$ cat src/rtl/addr_burst_gen.sv
module addr_burst_gen #(
  parameter int AW = 16
) (
  input  logic          clk,
  input  logic          rst,
  input  logic [AW-1:0] ext_addr,
  input  logic          strobe_n,
  input  logic          step_n,
  input  logic          clr_n,
  output logic [AW-1:0] cur_addr
);

  localparam logic [AW-1:0] ONE = {{(AW-1){1'b0}}, 1'b1};

  logic [AW-1:0] base_q;
  logic          hist_ok;

  assign cur_addr = !clr_n    ? '0
                  : !strobe_n ? ext_addr
                  : !step_n   ? base_q + ONE
                  :             base_q;

  always_ff @(posedge clk) begin
    if (rst) begin
      base_q  <= '0;
      hist_ok <= 1'b0;
    end else begin
      base_q  <= cur_addr;
      hist_ok <= 1'b1;
    end
  end

  p_clear_carry_r2: assert property (@(posedge clk) disable iff (rst)
    (hist_ok && $past(!clr_n) && clr_n && strobe_n && step_n) |-> (cur_addr == '0));

  p_load_carry_r3: assert property (@(posedge clk) disable iff (rst)
    (hist_ok && $past(clr_n && !strobe_n) && clr_n && strobe_n && step_n)
      |-> (cur_addr == $past(ext_addr)));

  p_step_next_r4: assert property (@(posedge clk) disable iff (rst)
    (hist_ok && clr_n && strobe_n && !step_n)
      |-> (cur_addr == AW'($past(cur_addr) + ONE)));

  p_hold_same_r5: assert property (@(posedge clk) disable iff (rst)
    (hist_ok && clr_n && strobe_n && step_n) |-> (cur_addr == $past(cur_addr)));

  p_strobe_wins_r7: assert property (@(posedge clk) disable iff (rst)
    (clr_n && !strobe_n && !step_n) |-> (cur_addr == ext_addr));

endmodule

$ cat config.mk
export PLATFORM = sky130hd
export DESIGN_NAME = addr_burst_gen
export DESIGN_NICKNAME = d
export VERILOG_FILES = /design/src/rtl/addr_burst_gen.sv
export SDC_FILE = /design/constraint.sdc
export NUM_CORES = 1
export LEC_CHECK = 0
export BUFFER_PORTS_ARGS = -buffer_cell sky130_fd_sc_hd__buf_2
export CAP_MARGIN = 10
export CORE_UTILIZATION = 52
export DETAILED_ROUTE_END_ITERATION = 8
export PLACE_DENSITY_LB_ADDON = 0.15
export SLEW_MARGIN = 20
export SYNTH_ARGS = -nofsm -noshare
export SYNTH_HDL_FRONTEND = slang
export SYNTH_SLANG_ARGS = --single-unit
export TNS_END_PERCENT = 10
$ cat constraint.sdc
create_clock -name clk -period 4.5 [get_ports clk]
set_input_delay 0.225 -clock clk [delete_from_list [all_inputs] [get_ports clk]]
set_output_delay 0.225 -clock clk [all_outputs]
set_load 0.02 [all_outputs]
## After elaboration in Yosys (flattened, before gate mapping)

Cells that the tools add are included.

| word-level totals | value |
|---|---|
| word-level logic and storage cells | 5 |
| flip-flop bits (word level) | 16 |
| input port bits | 21 |

| cells by class | value |
|---|---|
| mux-type cells | 3 |
| $add $sub $neg | 1 |

Operators with widths:

| cell | count |
|---|---|
| $mux 16 | 3 |
| $add 16x1->16 const B | 1 |

## Longest topological paths before layout

| logic depth | value |
|---|---|
| depth in word-level cells | 4 |
| depth in mapped cells | 5 |

## Least setup slack after synthesis

Ideal clock, no wire load.

| timing path | value |
|---|---|
| kind | register -> output |
| start point | reg base_q[0] |
| end point | out cur_addr[10] |
| path buffers | 0 |
| data arrival time | 1.689 ns |
| path slack | 2.586 ns |
| cell stages (with the launch flop) | 6 |
| cell sequence | dfxtp_1 ha_1 nand4b_2 o41ai_1 a21oi_1 nor3_1 |

| on the way | value |
|---|---|
| cells in the longest elaborated chain, start to end | 4 |

RTL lines:

| item | RTL line | text |
|---|---|---|
| start: declaration | 15 | `logic [AW-1:0] base_q;` |
| start signal: assignment | 28 | `base_q <= cur_addr;` |
| $add 16x1->16 | 20 | `: !step_n ? base_q + ONE` |
| $mux 16 | 20 |  |
| $mux 16 | 19 | `: !strobe_n ? ext_addr` |
| $mux 16 | 18 | `assign cur_addr = !clr_n ? '0` |
| end: declaration | 10 | `output logic [AW-1:0] cur_addr` |

No other way between the ends.

## Worst setup path in the final report

| timing path | value |
|---|---|
| start point | reg base_q[0] |
| end point | out cur_addr[12] |

The elaborated chain is that of the path after synthesis.

==> impl_metrics.yaml <==
drt:
  avgViaCountPerCell: 5.578
  route.detailed.drc: 0
  firstDrtPassIters: 4
  wl_per_cell_um: 12.18
  vias: 1032
  drt-total-wl_um: 2254
  drt_iter0_markers: 23
  ant_nets: 0
critical_path:
  r2r_slack_ns: 2.76
  rr_worst_depth: 5
  arrival_ns: 2.07
  cp_cell_sequence: "ha_1 -> nand4b_2 -> or3_1 -> a21oi_1 -> nor3_1 -> buf_2"
  worstPathMaxFanout: 8
  cp.required_ns: 4.28
  cp_num_buf_inv: 1
  r2r_end: "base_q[12]"
  max_stage_delay_ns: 0.44
  start_kind: "register"
  crit_path_top_delay_cell: "dfxtp_1"
  crit_family: "simple AND/OR/NAND/NOR gates"
  crit_type: "register to primary output"
  worstSetupEndpointType: "primary output"
  rr_startpoint: "base_q[0]"
sta:
  fin_tns_setup_ns: 0
  hold_slack_ns: 0.1245
  timing.fmax_ghz: 0.4358
  finalCritPeriodShare_pct: 51.00
  slew_headroom_pct: 56.10
  hold_violations: 0
  setup_viol: 0
  layout_min_cycle_time_ns: 2.295
  max_slew.worst_pin.slew_ns: 0.6586
  worst_slack_ns: 2.205
  skew_ns: 0.007570
  slew_violations: 0
  rsz0062_at_grt: "false"
global_route:
  track_usage_pct: 21.84
  grt_max_degree: 41
  overflow: 0
  grt_pass1_vias: 805
  antenna_found_initial: 0
  grt_pass1_wl_um: 3339
die:
  initial_core_util_pct: 58.19
  io_pins: 37
  die_w_um: 46.91
  core-area_um2: 1802
  dieArea_um2: 2200
  rows: 15
  die_y_um: 46.91
cts:
  clockRootBuffer: "clkbuf_4"
  clockBufferDepth: 2
  cts_hold_buf: 0
  cts-buffers-inserted: 3
  ctsResizeCount: 0
  cts_tree: "built"
  clkSlewWorstSetupHoldPaths_ns: 0.09
  htreeDepth: 1
  post_cts_buffers: 0
  clk_latency_ns: 0.29
  clock_sinks: 16
synth:
  synth-seq-cells: 16
  synth_warnings: 0
  ys_seq_area_share_pct: 30.55
  synthDistinctLibCells: 27
  avgSynthCellArea_um2: 8.256
  synthesis.area_um2: 1049
  syn-num-nets: 149
  syn-instance-count: 127
power:
  p_leak_nw: 0.5204
  pwr_density_cell_nw_per_um2: 236.4
  ir_drop_v: 0.0001735
  finalPower_uw: 297.5
min_path:
  holdCritPathClass: "primary input to register"
  holdPathStages: 2
  min_to: "base_q[1]"
  hp-start: "rst"
final_layout:
  final_area_um2: 1259
  area_growth_pct: 20.05
  top_register: "base_q"
  antenna-diode-count: 0
  post-route-util_pct: 69.86
  drive_gt1_share_pct: 29.38
  multi_input_area_um2: 685.7
  n_fill_cell: 167
  reg.largest.list: "base_q x16"
  largest_reg_flops: 16
  fin_nets: 184
  ff_latch_area_um2: 320.3
  final_cells: 185
placed_design:
  place_ws_ns: 2.559
  port_buffers: 36
  dp_cells: 182
  dpl.hpwl_um: 1626
  placed_area_um2: 1236
  globalplace.congestion: 0.8133
run_status:
  outcome: "finished clean"
run:
  maxCapViolCount: 0
## layout by cell type, fill, tap and decap left out, drive strengths merged
cell,count
nand2,7
a31o,1
nor3,14
o41ai,2
clkinv,1
nor2b,3
dfxtp,16
nand4,4
nor2,21
nand3b,1
a311oi,2
buf,36
or3,2
mux2i,6
xnor2,9
nand4b,1
a211oi,14
nand2b,4
clkbuf,3
nor4,4
ha,1
inv,4
a21oi,2
nand3,2
## cell families after synthesis
kind of cell | share of synthesized area [%]
simple gates | 35.80
compound gates | 15.16
mux | 5.728
buf+inv | 4.055
fa+ha+maj | 1.193
xor+xnor | 7.518
flops | 30.55
## metal layers
| layer | vias to the layer above | wire length (um) | track usage, % |
|---|---|---|---|
| met3 | 5 | 81 | 3.462 |
| met5 | - | 0 | 0 |
| met4 | 0 | 41 | 10.29 |
| li1 | 532 | - | - |
| met2 | 32 | 1120 | 37.50 |
| met1 | 463 | 1010 | 26.57 |
## cell type report
type	instances	area share [%]
Multi-Input combinational cell	100	54.47
Timing Repair Buffer	36	14.31
Sequential cell	16	25.45
Tap cell	25	2.485
Inverter	5	1.491
Clock buffer	3	1.789
## cell usage after synthesis
master	count	area share, %
a211oi_1	14	10
a21oi_1	2	0.95
a311oi_1	2	1.7
a31o_2	1	0.84
buf_1	1	0.36
buf_2	1	0.48
clkbuf_1	4	1.4
clkinv_1	1	0.36
dfxtp_1	16	31
ha_1	1	1.2
inv_1	4	1.4
mux2i_1	6	5.7
nand2_1	7	2.5
nand2b_1	4	2.4
nand3_1	2	0.95
nand3b_4	1	1.9
nand4_1	3	1.8
nand4_4	1	2.0
nand4b_2	1	1.4
nor2_1	21	7.5
nor2b_1	3	1.8
nor3_1	14	6.7
nor4_2	3	3.6
nor4_4	1	2.0
o41ai_1	2	1.7
or3_1	2	1.2
xnor2_1	9	7.5
## report_power, final
group / internal [mW] / switching [mW]
Sequential: 0.148 / 0.00764
Combinational: 0.0265 / 0.0391
Clock: 0.0312 / 0.0453
Total: 0.205 / 0.0921
## worst max-delay path by stage
stage	depth (start not counted)	start	end
final	6	base_q[0]	cur_addr[12]
after floorplan	5	base_q[0]	cur_addr[10]
after detailed placement	6	base_q[0]	cur_addr[12]
after global routing	6	base_q[0]	cur_addr[12]
after CTS	6	base_q[0]	cur_addr[12]
after global placement	6	base_q[0]	cur_addr[14]
No activity file was read; power rests on OpenSTA's default activity.
